--- src/rtl/wsc_pkg.sv ---
package wsc_pkg;
    typedef enum logic [2:0] {
        RG_NONE,
        RG_EXTRAM,
        RG_DISP,
        RG_CART,
        RG_UNSUP
    } region_e;

    typedef enum logic {
        ST_IDLE,
        ST_REPORT
    } state_e;

    localparam logic [1:0] WIDTH_WORD = 2'b10;
endpackage

--- src/rtl/wsc_region_decode.sv ---
module wsc_region_decode
    import wsc_pkg::*;
#(
    parameter int TAG_W = 8,
    parameter logic [TAG_W-1:0] TAG_EXTRAM = 8'h02,
    parameter logic [TAG_W-1:0] TAG_PAL    = 8'h05,
    parameter logic [TAG_W-1:0] TAG_VID    = 8'h06,
    parameter logic [TAG_W-1:0] TAG_OBJ    = 8'h07,
    parameter logic [TAG_W-1:0] TAG_CART0  = 8'h08,
    parameter logic [TAG_W-1:0] TAG_CART1  = 8'h0A,
    parameter logic [TAG_W-1:0] TAG_CART2  = 8'h0C
) (
    input  logic [TAG_W-1:0] tag,
    output region_e          cls
);
    always_comb begin
        if (tag == TAG_EXTRAM)
            cls = RG_EXTRAM;
        else if (tag == TAG_PAL || tag == TAG_VID || tag == TAG_OBJ)
            cls = RG_DISP;
        else if (tag == TAG_CART0)
            cls = RG_CART;
        else if (tag == TAG_CART1 || tag == TAG_CART2)
            cls = RG_UNSUP;
        else
            cls = RG_NONE;
    end
endmodule

--- src/rtl/wsc_cart_cost.sv ---
module wsc_cart_cost #(
    parameter int CNT_W = 4,
    parameter int FSEL_W = 2
) (
    input  logic [FSEL_W-1:0] first_sel,
    input  logic              second_sel,
    input  logic              seq,
    input  logic              wide,
    output logic [CNT_W-1:0]  cost
);
    function automatic logic [CNT_W-1:0] first_lut(input logic [FSEL_W-1:0] s);
        logic [CNT_W-1:0] v;
        unique case (s)
            2'd0:    v = CNT_W'(4);
            2'd1:    v = CNT_W'(3);
            2'd2:    v = CNT_W'(2);
            default: v = CNT_W'(8);
        endcase
        return v;
    endfunction

    function automatic logic [CNT_W-1:0] second_lut(input logic s);
        return s ? CNT_W'(1) : CNT_W'(2);
    endfunction

    logic [CNT_W-1:0] first_c;
    logic [CNT_W-1:0] second_c;
    logic [CNT_W-1:0] lead_c;
    logic [CNT_W-1:0] tail_c;

    always_comb begin
        first_c  = first_lut(first_sel);
        second_c = second_lut(second_sel);
        lead_c   = seq ? second_c : first_c;
        tail_c   = wide ? second_c : '0;
        cost     = lead_c + tail_c;
    end
endmodule

--- src/rtl/wsc_top.sv ---
module wsc_top
    import wsc_pkg::*;
#(
    parameter int TAG_W  = 8,
    parameter int CNT_W  = 4,
    parameter int FSEL_W = 2
) (
    input  logic              clk,
    input  logic              rst_n,
    input  logic              req_valid,
    input  logic [TAG_W-1:0]  req_tag,
    input  logic [1:0]        req_width,
    input  logic              req_seq,
    input  logic              disp_hdraw,
    input  logic [FSEL_W-1:0] cart_first_sel,
    input  logic              cart_second_sel,
    output logic              cyc_valid,
    output logic [CNT_W-1:0]  cyc_count,
    output logic              cyc_unsup
);
    localparam int MAX_COST = 10;

    region_e          cls;
    logic             wide;
    logic [CNT_W-1:0] cart_c;
    logic [CNT_W-1:0] cost_d;
    state_e           state_q, state_d;
    logic [CNT_W-1:0] count_q;
    logic             unsup_q;

    assign wide = (req_width == WIDTH_WORD);

    wsc_region_decode #(.TAG_W(TAG_W)) u_dec (
        .tag (req_tag),
        .cls (cls)
    );

    wsc_cart_cost #(.CNT_W(CNT_W), .FSEL_W(FSEL_W)) u_cart (
        .first_sel  (cart_first_sel),
        .second_sel (cart_second_sel),
        .seq        (req_seq),
        .wide       (wide),
        .cost       (cart_c)
    );

    always_comb begin
        unique case (cls)
            RG_EXTRAM: cost_d = wide ? CNT_W'(6) : CNT_W'(3);
            RG_DISP:   cost_d = (wide ? CNT_W'(2) : CNT_W'(1)) + CNT_W'(disp_hdraw);
            RG_CART:   cost_d = cart_c;
            default:   cost_d = '0;
        endcase
    end

    // next-state logic
    always_comb begin
        unique case (state_q)
            ST_IDLE:   state_d = req_valid ? ST_REPORT : ST_IDLE;    // T_ACCEPT / T_WAIT
            ST_REPORT: state_d = req_valid ? ST_REPORT : ST_IDLE;    // T_STREAM / T_DRAIN
            default:   state_d = ST_IDLE;
        endcase
    end

    // state register
    always_ff @(posedge clk or negedge rst_n) begin
        if (!rst_n) state_q <= ST_IDLE;
        else        state_q <= state_d;
    end

    // output register
    always_ff @(posedge clk or negedge rst_n) begin
        if (!rst_n) begin
            count_q <= '0;
            unsup_q <= 1'b0;
        end else begin
            count_q <= req_valid ? cost_d : '0;
            unsup_q <= req_valid && (cls == RG_UNSUP);
        end
    end

    assign cyc_valid = (state_q == ST_REPORT);
    assign cyc_count = count_q;
    assign cyc_unsup = unsup_q;

    AST_RESULT_NEXT_CYCLE: assert property (@(posedge clk) disable iff (!rst_n)
        req_valid |=> cyc_valid);
    AST_QUIET_WHEN_IDLE: assert property (@(posedge clk) disable iff (!rst_n)
        !req_valid |=> (!cyc_valid && cyc_count == '0 && !cyc_unsup));
    AST_UNSUP_NO_COST: assert property (@(posedge clk) disable iff (!rst_n)
        cyc_unsup |-> (cyc_count == '0));
    AST_EXTRAM_WORD: assert property (@(posedge clk) disable iff (!rst_n)
        (req_valid && req_tag == 8'h02 && req_width == 2'b10) |=> (cyc_count == CNT_W'(6)));
    AST_DISP_DRAW_NARROW: assert property (@(posedge clk) disable iff (!rst_n)
        (req_valid && req_tag == 8'h06 && req_width == 2'b01 && disp_hdraw) |=> (cyc_count == CNT_W'(2)));
    AST_CART_BOUND: assert property (@(posedge clk) disable iff (!rst_n)
        (req_valid && req_tag == 8'h08) |=> (cyc_count >= CNT_W'(1) && cyc_count <= CNT_W'(MAX_COST)));
endmodule

--- config.mk ---
export PLATFORM = sky130hd
export DESIGN_NAME = wsc_top
export DESIGN_NICKNAME = d
export VERILOG_FILES = /design/src/rtl/wsc_pkg.sv /design/src/rtl/wsc_region_decode.sv /design/src/rtl/wsc_cart_cost.sv /design/src/rtl/wsc_top.sv
export SDC_FILE = /design/constraint.sdc
export NUM_CORES = 1
export LEC_CHECK = 0
export ABC_AREA = 0
export BUFFER_PORTS_ARGS = -buffer_cell sky130_fd_sc_hd__buf_2
export CORE_AREA = 4 4 41 43
export DETAILED_ROUTE_END_ITERATION = 8
export DIE_AREA = 0 0 45 47
export HOLD_SLACK_MARGIN = 0.02
export PLACE_DENSITY = 0.7
export SETUP_SLACK_MARGIN = 0.4
export SKIP_LAST_GASP = 1
export SYNTH_ARGS = -nofsm -noshare
export SYNTH_HDL_FRONTEND = slang
export SYNTH_SLANG_ARGS = --single-unit
--- constraint.sdc ---
create_clock -name clk -period 0.8 [get_ports clk]
set_input_delay 0.16 -clock clk [delete_from_list [all_inputs] [get_ports clk]]
set_output_delay 0.16 -clock clk [all_outputs]
set_load 0.02 [all_outputs]
[Yosys cells after proc, flatten, opt, wreduce, memory -nomap -nowiden]
Index checks and enable logic that the tools add are counted.
Operators by class
  add/sub/neg operators: 2
  equality and inequality tests: 14
  multiplexer cells: 13
  reduce and logical (&&, ||, !) cells: 5
Operators with widths (number)
  $eq 8x3->1 const B: 3
  $eq 8x4->1 const B: 3
  $pmux 4 s3: 2
  $mux 3: 5
  $mux 4: 3
  $eq 8x2->1 const B: 1
  $eq 3x2->1 const B: 2
  $add 4x4->4: 1
  $eq 2x2->1 const B: 2
  $mux 2: 2
  $add 2x1->3: 1
  $eq 3x1->1 const B: 1
  $eq 3x3->1 const B: 1
  $logic_or 1x1->1: 3
  $eq 2x1->1 const B: 1
  $logic_not 2->1: 1
  $logic_and 1x1->1: 1
  $mux 1: 1
Storage, ports and cells
  flip-flop bits (word level): 6
  output and inout port bits: 6
  logic and storage cells: 37

[Depth between registers and ports, before layout]
Gate-level depths: netlist (run 1).
  depth in word-level cells: 9
  mapped depth: 10
  gate-level depth less buffers: 10

[By module]
A second synthesis (run 1) with hierarchy kept.
Unflattened totals
  cell total of the unflattened synthesis: 62
  area, all modules: 568.0 µm²
Modules (own cells, without submodules)
  wsc_top: times used 1, cells each 29, area each 321.6 µm²
  wsc_cart_cost: times used 1, cells each 24, area each 181.4 µm²
  wsc_region_decode: times used 1, cells each 9, area each 65.1 µm²

[Worst setup path after synthesis (run 1)]
Ideal clock, no wire load.
  kind: input port to flip-flop
  start point: input cart_first_sel[1]
  end point: register count_q[1] (netlist: cyc_count[1])
  arrival: 1515 ps
  data required time: 727 ps
  path slack: -788 ps
  cell stages on the path: 10
  path buffers: 0
  cell sequence: inv_1 -> ha_1 -> inv_1 -> o21ai_0 -> ha_1 -> inv_1 -> fa_1 -> o21ai_0 -> nand3_1 -> a21oi_2
Between the ends
  cells in the longest elaborated chain, start to end: 6
  elaborated cells on any way between the ends: 8
RTL lines
  start, declared: RTL line wsc_top.sv:15  | input logic [FSEL_W-1:0] cart_first_sel,
  $eq 2x2->1 (tied with other cells): RTL line wsc_cart_cost.sv:13  | unique case (s)
  $pmux 4 s3 (*): RTL line wsc_cart_cost.sv:13
  $mux 4 (*): RTL line wsc_cart_cost.sv:34  | lead_c = seq ? second_c : first_c;
  $add 4x4->4 (*): RTL line wsc_cart_cost.sv:36  | cost = lead_c + tail_c;
  $pmux 4 s3 (*): RTL line wsc_top.sv:47  | unique case (cls)
  $mux 4 (*): RTL line wsc_top.sv:76  | count_q <= req_valid ? cost_d : '0;
  end signal, assigned: RTL line wsc_top.sv:76
  end, declared: RTL line wsc_top.sv:28  | logic [CNT_W-1:0] count_q;
Mark *: on every way between the ends. The rest lies on a longest branch, timed or not.

[Worst setup path in the final report (run 1)]
Same ends and word-level chain as after synthesis.

==> flow_summary.yaml, run 1 <==
setup_path:
  max_stage_delay_ns: 0.51
  required_ns: 0.93
  crit_path_end_kind: "flop"
  crit_path_top_delay_cell: "fa_2"
  crit_path_start_kind: "input pin"
  crit_chain: "buf_12 -> inv_12 -> ha_4 -> inv_2 -> o21ai_4 -> ha_4 -> inv_2 -> fa_2 -> o21ai_1 -> nand3_1 -> a21oi_2"
  critPathArrivalTime_ns: 1.53
  crit_fanout: 2
  path_class: "in -> reg"
synthesis:
  synth_cells: 61
  ys_types: 25
  yosys.area_share.simple_pct: 24.2
  synth.avg_cell_area_um2: 8.74
  synth_fa_ha_area_share_pct: 20.2
  synthMuxAreaShare_pct: 0
  ys_seq_elements: 6
  syn_nets: 87
  synth.area.top_cells: "dfrtp_1 (28%), ha_1 (16%), inv_1 (7.0%)"
  yosysTopAreaCell: "dfrtp_1"
  synth_top_family_by_area: "simple AND/OR/NAND/NOR gates"
  syn_area_um2: 533
  synth-xor-area-share_pct: 4.93
  ys_seq_area_share_pct: 28.2
  synth_compound_area_share_pct: 15.5
  yosysWarnings: 0
  synth_top_cell_area_share_pct: 28.2
global_route:
  grt_pass1_vias: 594
  overflow: 0
  grt_pass1_wl_um: 2390
  grt_max_degree: 8
  antenna_found_initial: 0
  grt_usage_pct: 16.1
clock_tree:
  path_clk_slew_ns: 0.05
  cts_root_buffer: "clkbuf_4"
  cts_buffer_depth: 2
  cts_tree: "built"
  clock_sinks: 6
  numCtsBuffers: 3
  cts_htree_levels: 1
sta:
  max_freq_mhz: 713
  rsz0062_at_grt: "true"
  drv_slew: 0
  fin_ws_ns: -0.602
  slew_headroom_pct: 77.4
  holdWs_ns: -0.275
  fin_tns_setup_ns: -2.65
  layout_min_cycle_time_ns: 1.40
  hold_violations: 6
  fin_crit_sh_pct: 175
  worstMarginPinSlew_ns: 0.336
  setup_viol: 11
placement:
  numPortBuffers: 23
  globalplace.congestion: 0.755
  dp.cells: 108
  detailed_place_hpwl_um: 1150
pwr:
  intPower_mw: 0.651
  seqPwrFrac_pct: 33.3
  ir_drop_v: 0.000483
  clock_power_share_pct: 31.1
  swShare_pct: 29.7
  p_sw_mw: 0.276
  cellPowerDensity_nw_per_um2: 945
  p_leak_nw: 0.457
  p_comb_share_pct: 35.7
die:
  die_y_um: 47
  die_w_um: 45
  initial_core_util_pct: 41.0
  core.rowCount: 13
  pin_count: 24
  core_um2: 1300
  die-area_um2: 2120
layout:
  antennaDiodeCount: 0
  stdcell_count: 114
  fillCellCount: 95
  most-common-layout-cells: "buf_2 (12), buf_4 (12), buf_6 (9)"
  drive_gt1_share_pct: 59.6
  nets: 127
  area_growth_syn_to_layout_pct: 84.0
route:
  drtIter0Drc: 5
  vias_per_cell: 4.96
  post_drt_wl_per_cell_um: 13.4
  first_pass_iters: 4
  vias: 565
  wl_um: 1520
  drc: 0
  drtAntennaViolNets: 0
min_path:
  hold_path.class: "in -> async"
status:
  violations: "negative hold slack, negative setup slack"
  status: "complete, but fails checks"
job:
  drv_cap: 0
power groups by stage:
| stage | Combinational (mW) | Sequential [mW] | Clock, mW |
|---|---|---|---|
| global route | 0.364 | 0.308 | 0.318 |
| global placement | 0.248 | 0.312 | 0 |
| finish | 0.331 | 0.308 | 0.288 |
| CTS | 0.314 | 0.308 | 0.301 |
| detailed placement | 0.259 | 0.312 | 0 |
| floorplan | 0.117 | 0.316 | 0 |
layer usage:
layer,part of all wire [%],global-route usage (%),wire (um)
met4,1.3,10.5,20
met3,5.6,2.68,86
met2,58,29.4,879
met1,35,17.1,538
met5,0,0,0
final cells by class:
cell class,instances,area [um^2],share of cell area (%)
multi-input cells,45,450,45.9
repair buffers,35,287,29.2
flip-flops and latches,6,150,15.3
inverters,10,52.6,5.36
clock buffers,3,22.5,2.30
well taps,15,18.8,1.91
cells by family after synthesis:
group,count (synthesis)
flip-flops,6
AO/OA/AOI/OAI,13
buffers and inverters,10
adder cells (fa/ha/maj),8
XOR/XNOR,3
AND/OR/NAND/NOR,21
state kept, by name, summed over array words and instances, names as in the netlist:
| register | cells |
|---|---|
| cyc_count | 4 |
| cyc_unsup | 1 |
| cyc_valid | 1 |
worst max-delay path, delay by kind of cell:
family	cells	cell delay [ns]
compound gates	3	0.25
simple gates	1	0.08
buf+inv	4	0.23
fa+ha+maj	3	0.80
synth_stat cells:
| cell | count |
|---|---|
| inv_1 | 10 |
| ha_1 | 7 |
| dfrtp_1 | 6 |
| a21oi_1 | 4 |
| nand2_1 | 4 |
| nand2b_1 | 3 |
| nor2_1 | 3 |
| nor2b_1 | 3 |
| o21ai_0 | 3 |
| xnor2_1 | 3 |
| a21oi_2 | 1 |
| a2bb2oi_1 | 1 |
| and2_1 | 1 |
| fa_1 | 1 |
| nand3_1 | 1 |
| nor3_1 | 1 |
| nor4_1 | 1 |
| nor4_4 | 1 |
| nor4b_1 | 1 |
| o2111ai_1 | 1 |
| o21a_1 | 1 |
| o21bai_1 | 1 |
| o22ai_1 | 1 |
| or2_1 | 1 |
| or3_1 | 1 |
metrics by stage:
stage | power [mW] | instance area (um^2) | worst slack, ns | utilization [%]
after global placement | 0.560 | 783 | -0.952 | 60.2
final | 0.927 | 981 | -0.602 | 75.4
after detailed placement | 0.571 | 783 | -1.07 | 60.2
after CTS | 0.924 | 957 | -0.628 | 73.6
after floorplan | 0.433 | 582 | -0.708 | -
after global routing | 0.991 | 981 | -0.650 | 75.4
worst max-delay path by stage:
stage / from / cells after the start / slack (ns) / to
after floorplan: cart_first_sel[0] / 8 / -0.71 / cyc_count[3]
after global placement: cart_first_sel[1] / 9 / -0.95 / cyc_count[3]
after detailed placement: cart_first_sel[1] / 9 / -1.07 / cyc_count[3]
after CTS: cart_first_sel[0] / 9 / -0.63 / cyc_count[3]
after global routing: cart_first_sel[1] / 11 / -0.65 / cyc_count[1]
final: cart_first_sel[1] / 11 / -0.60 / cyc_count[1]
timing repair:
| item | 4_1_cts | 5_1_grt |
|---|---|---|
| setup buffers | 3 | 0 |
| resized for setup | 30 | 4 |
| pin swaps | 16 | 8 |
| endpoints found under the hold margin | 6 | 6 |
| setup endpoints to repair | 11 | 11 |
No activity file was read; power rests on OpenSTA's default activity.
==> run 2: changes to the inputs <==
--- a/config.mk
+++ b/config.mk
@@ -11,6 +11,7 @@
 export DETAILED_ROUTE_END_ITERATION = 8
 export DIE_AREA = 0 0 45 47
 export HOLD_SLACK_MARGIN = 0.02
+export MAX_ROUTING_LAYER = met4
 export PLACE_DENSITY = 0.7
 export SETUP_SLACK_MARGIN = 0.4
 export SKIP_LAST_GASP = 1
==> run 2 against run 1 <==
Against the previous run:
- the flow still finishes with violations (negative hold slack, negative setup slack)
- sequential power hardly changed
- combinational power hardly changed
- fmax hardly changed
- cell area stayed put
- critical path depth stayed put
- wire length hardly changed
- via count is 0.71% higher
- first-iteration DRC count stayed put
- utilization stayed put
- flip-flop and latch count stayed put
- hold slack hardly changed
- largest power group unchanged
==> flow_summary.yaml, run 2 (same netlist as run 1, synthesis figures left out) <==
layout:
  nets: 127
  most-common-layout-cells: "buf_2 (12), buf_4 (12), buf_6 (9)"
  area_growth_syn_to_layout_pct: 84.0
  largest-register: "cyc_count"
  antennaDiodeCount: 0
  ff_latch_area_um2: 150
  multi_input_area_um2: 450
  drive_gt1_share_pct: 59.6
  fillCellCount: 95
  final_area_um2: 981
  largest_reg_flops: 4
die:
  initial_core_util_pct: 41.0
  die_y_um: 47
  die_w_um: 45
  pin_count: 24
  core.rowCount: 13
  die-area_um2: 2120
  core_um2: 1300
setup_path:
  crit_path_end_kind: "flop"
  crit_path_top_delay_cell: "fa_2"
  crit_fanout: 2
  crit_chain: "buf_12 -> inv_12 -> ha_4 -> inv_2 -> o21ai_4 -> ha_4 -> inv_2 -> fa_2 -> o21ai_1 -> nand3_1 -> a21oi_2"
  critPathArrivalTime_ns: 1.53
  crit_path_start_kind: "input pin"
  required_ns: 0.93
  max_stage_delay_ns: 0.51
  path_class: "in -> reg"
pwr:
  cellPowerDensity_nw_per_um2: 946
  ir_drop_v: 0.000484
  p_leak_nw: 0.457
clock_tree:
  cts_buffer_depth: 2
  cts_tree: "built"
  path_clk_slew_ns: 0.05
  cts_root_buffer: "clkbuf_4"
  numCtsBuffers: 3
  clock_sinks: 6
  cts_htree_levels: 1
sta:
  max_freq_mhz: 713
  fin_ws_ns: -0.602
  worstMarginPinSlew_ns: 0.335
  layout_min_cycle_time_ns: 1.40
  fin_crit_sh_pct: 175
  rsz0062_at_grt: "true"
  hold_violations: 6
  slew_headroom_pct: 77.5
  drv_slew: 0
  setup_viol: 11
  holdWs_ns: -0.276
global_route:
  use_met1_pct: 17.1
  top_usage_layer: "met2"
  grt_pass1_vias: 594
  grt_usage_pct: 16.7
  antenna_found_initial: 0
  overflow: 0
  grtUsageMet2_pct: 29.4
  grtUsageMet3_pct: 2.68
  grt_pass1_wl_um: 2390
  grt_max_degree: 8
status:
  status: "complete, but fails checks"
  violations: "negative hold slack, negative setup slack"
placement:
  placed_cell_area_um2: 783
  globalplace.congestion: 0.765
  numPortBuffers: 23
  detailed_place_hpwl_um: 1150
route:
  drtIter0Drc: 5
  post_drt_wl_per_cell_um: 13.4
  vias: 569
  drtAntennaViolNets: 0
  first_pass_iters: 4
  wl_um: 1520
  drc: 0
  vias_per_cell: 4.99
job:
  drv_cap: 0
min_path:
  hold_path.class: "in -> async"
[run 2: path summary, 6_finish.rpt]
kind	to	slack (ns)	from
max	cyc_count[1]	-0.60	cart_first_sel[1]
min	cyc_count[3]	-0.28	rst_n
max in group asynchronous	cyc_valid	0.94	rst_n
min in group clk	cyc_valid	0.06	req_valid
[run 2: cell type report]
class | count | area share [%]
inverters | 10 | 5.36
repair buffers | 35 | 29.2
clock buffers | 3 | 2.30
well taps | 15 | 1.91
multi-input cells | 45 | 45.9
flip-flops and latches | 6 | 15.3
[run 2: power by group]
part	total [mW]	internal (mW)	switching, mW	leakage [nW]
Clock	0.288	0.170	0.118	0.0138
Sequential	0.308	0.307	0.00127	0.0815
Combinational	0.331	0.174	0.157	0.361
Total	0.927	0.651	0.276	0.457
[run 2: metal layers]
metal | share of wire, % | wire [um] | vias up
met5 | 0 | 0 | -
met4 | 1.2 | 19 | 0
met3 | 5.1 | 77 | 4
met2 | 58 | 876 | 18
met1 | 36 | 550 | 264
li1 | - | - | 283
[run 2: through the flow]
step	instances	setup WS [ns]	setup TNS (ns)	power, mW	util [%]
4_1_cts	114	-0.628	-2.82	0.924	73.6
5_1_grt	114	-0.650	-3.07	0.991	75.4
3_3_place_gp	108	-0.952	-3.68	0.560	60.2
6_report	114	-0.602	-2.65	0.927	75.4
3_5_place_dp	108	-1.07	-3.98	0.571	60.2
2_1_floorplan	61	-0.708	-2.39	0.433	-
[run 2: repair_timing]
item	in CTS	in global routing
pin swaps	16	8
resized for setup	30	4
hold endpoints to repair	6	6
buffers inserted	3	0
setup endpoints to repair	11	11
[run 2: worst max-delay path: cells and delay by family]
family	cells	cell delay, ns
adders and majority gates	3	0.80
AOI/OAI and AO/OA	3	0.25
buffers and inverters	4	0.23
and+or+nand+nor	1	0.08
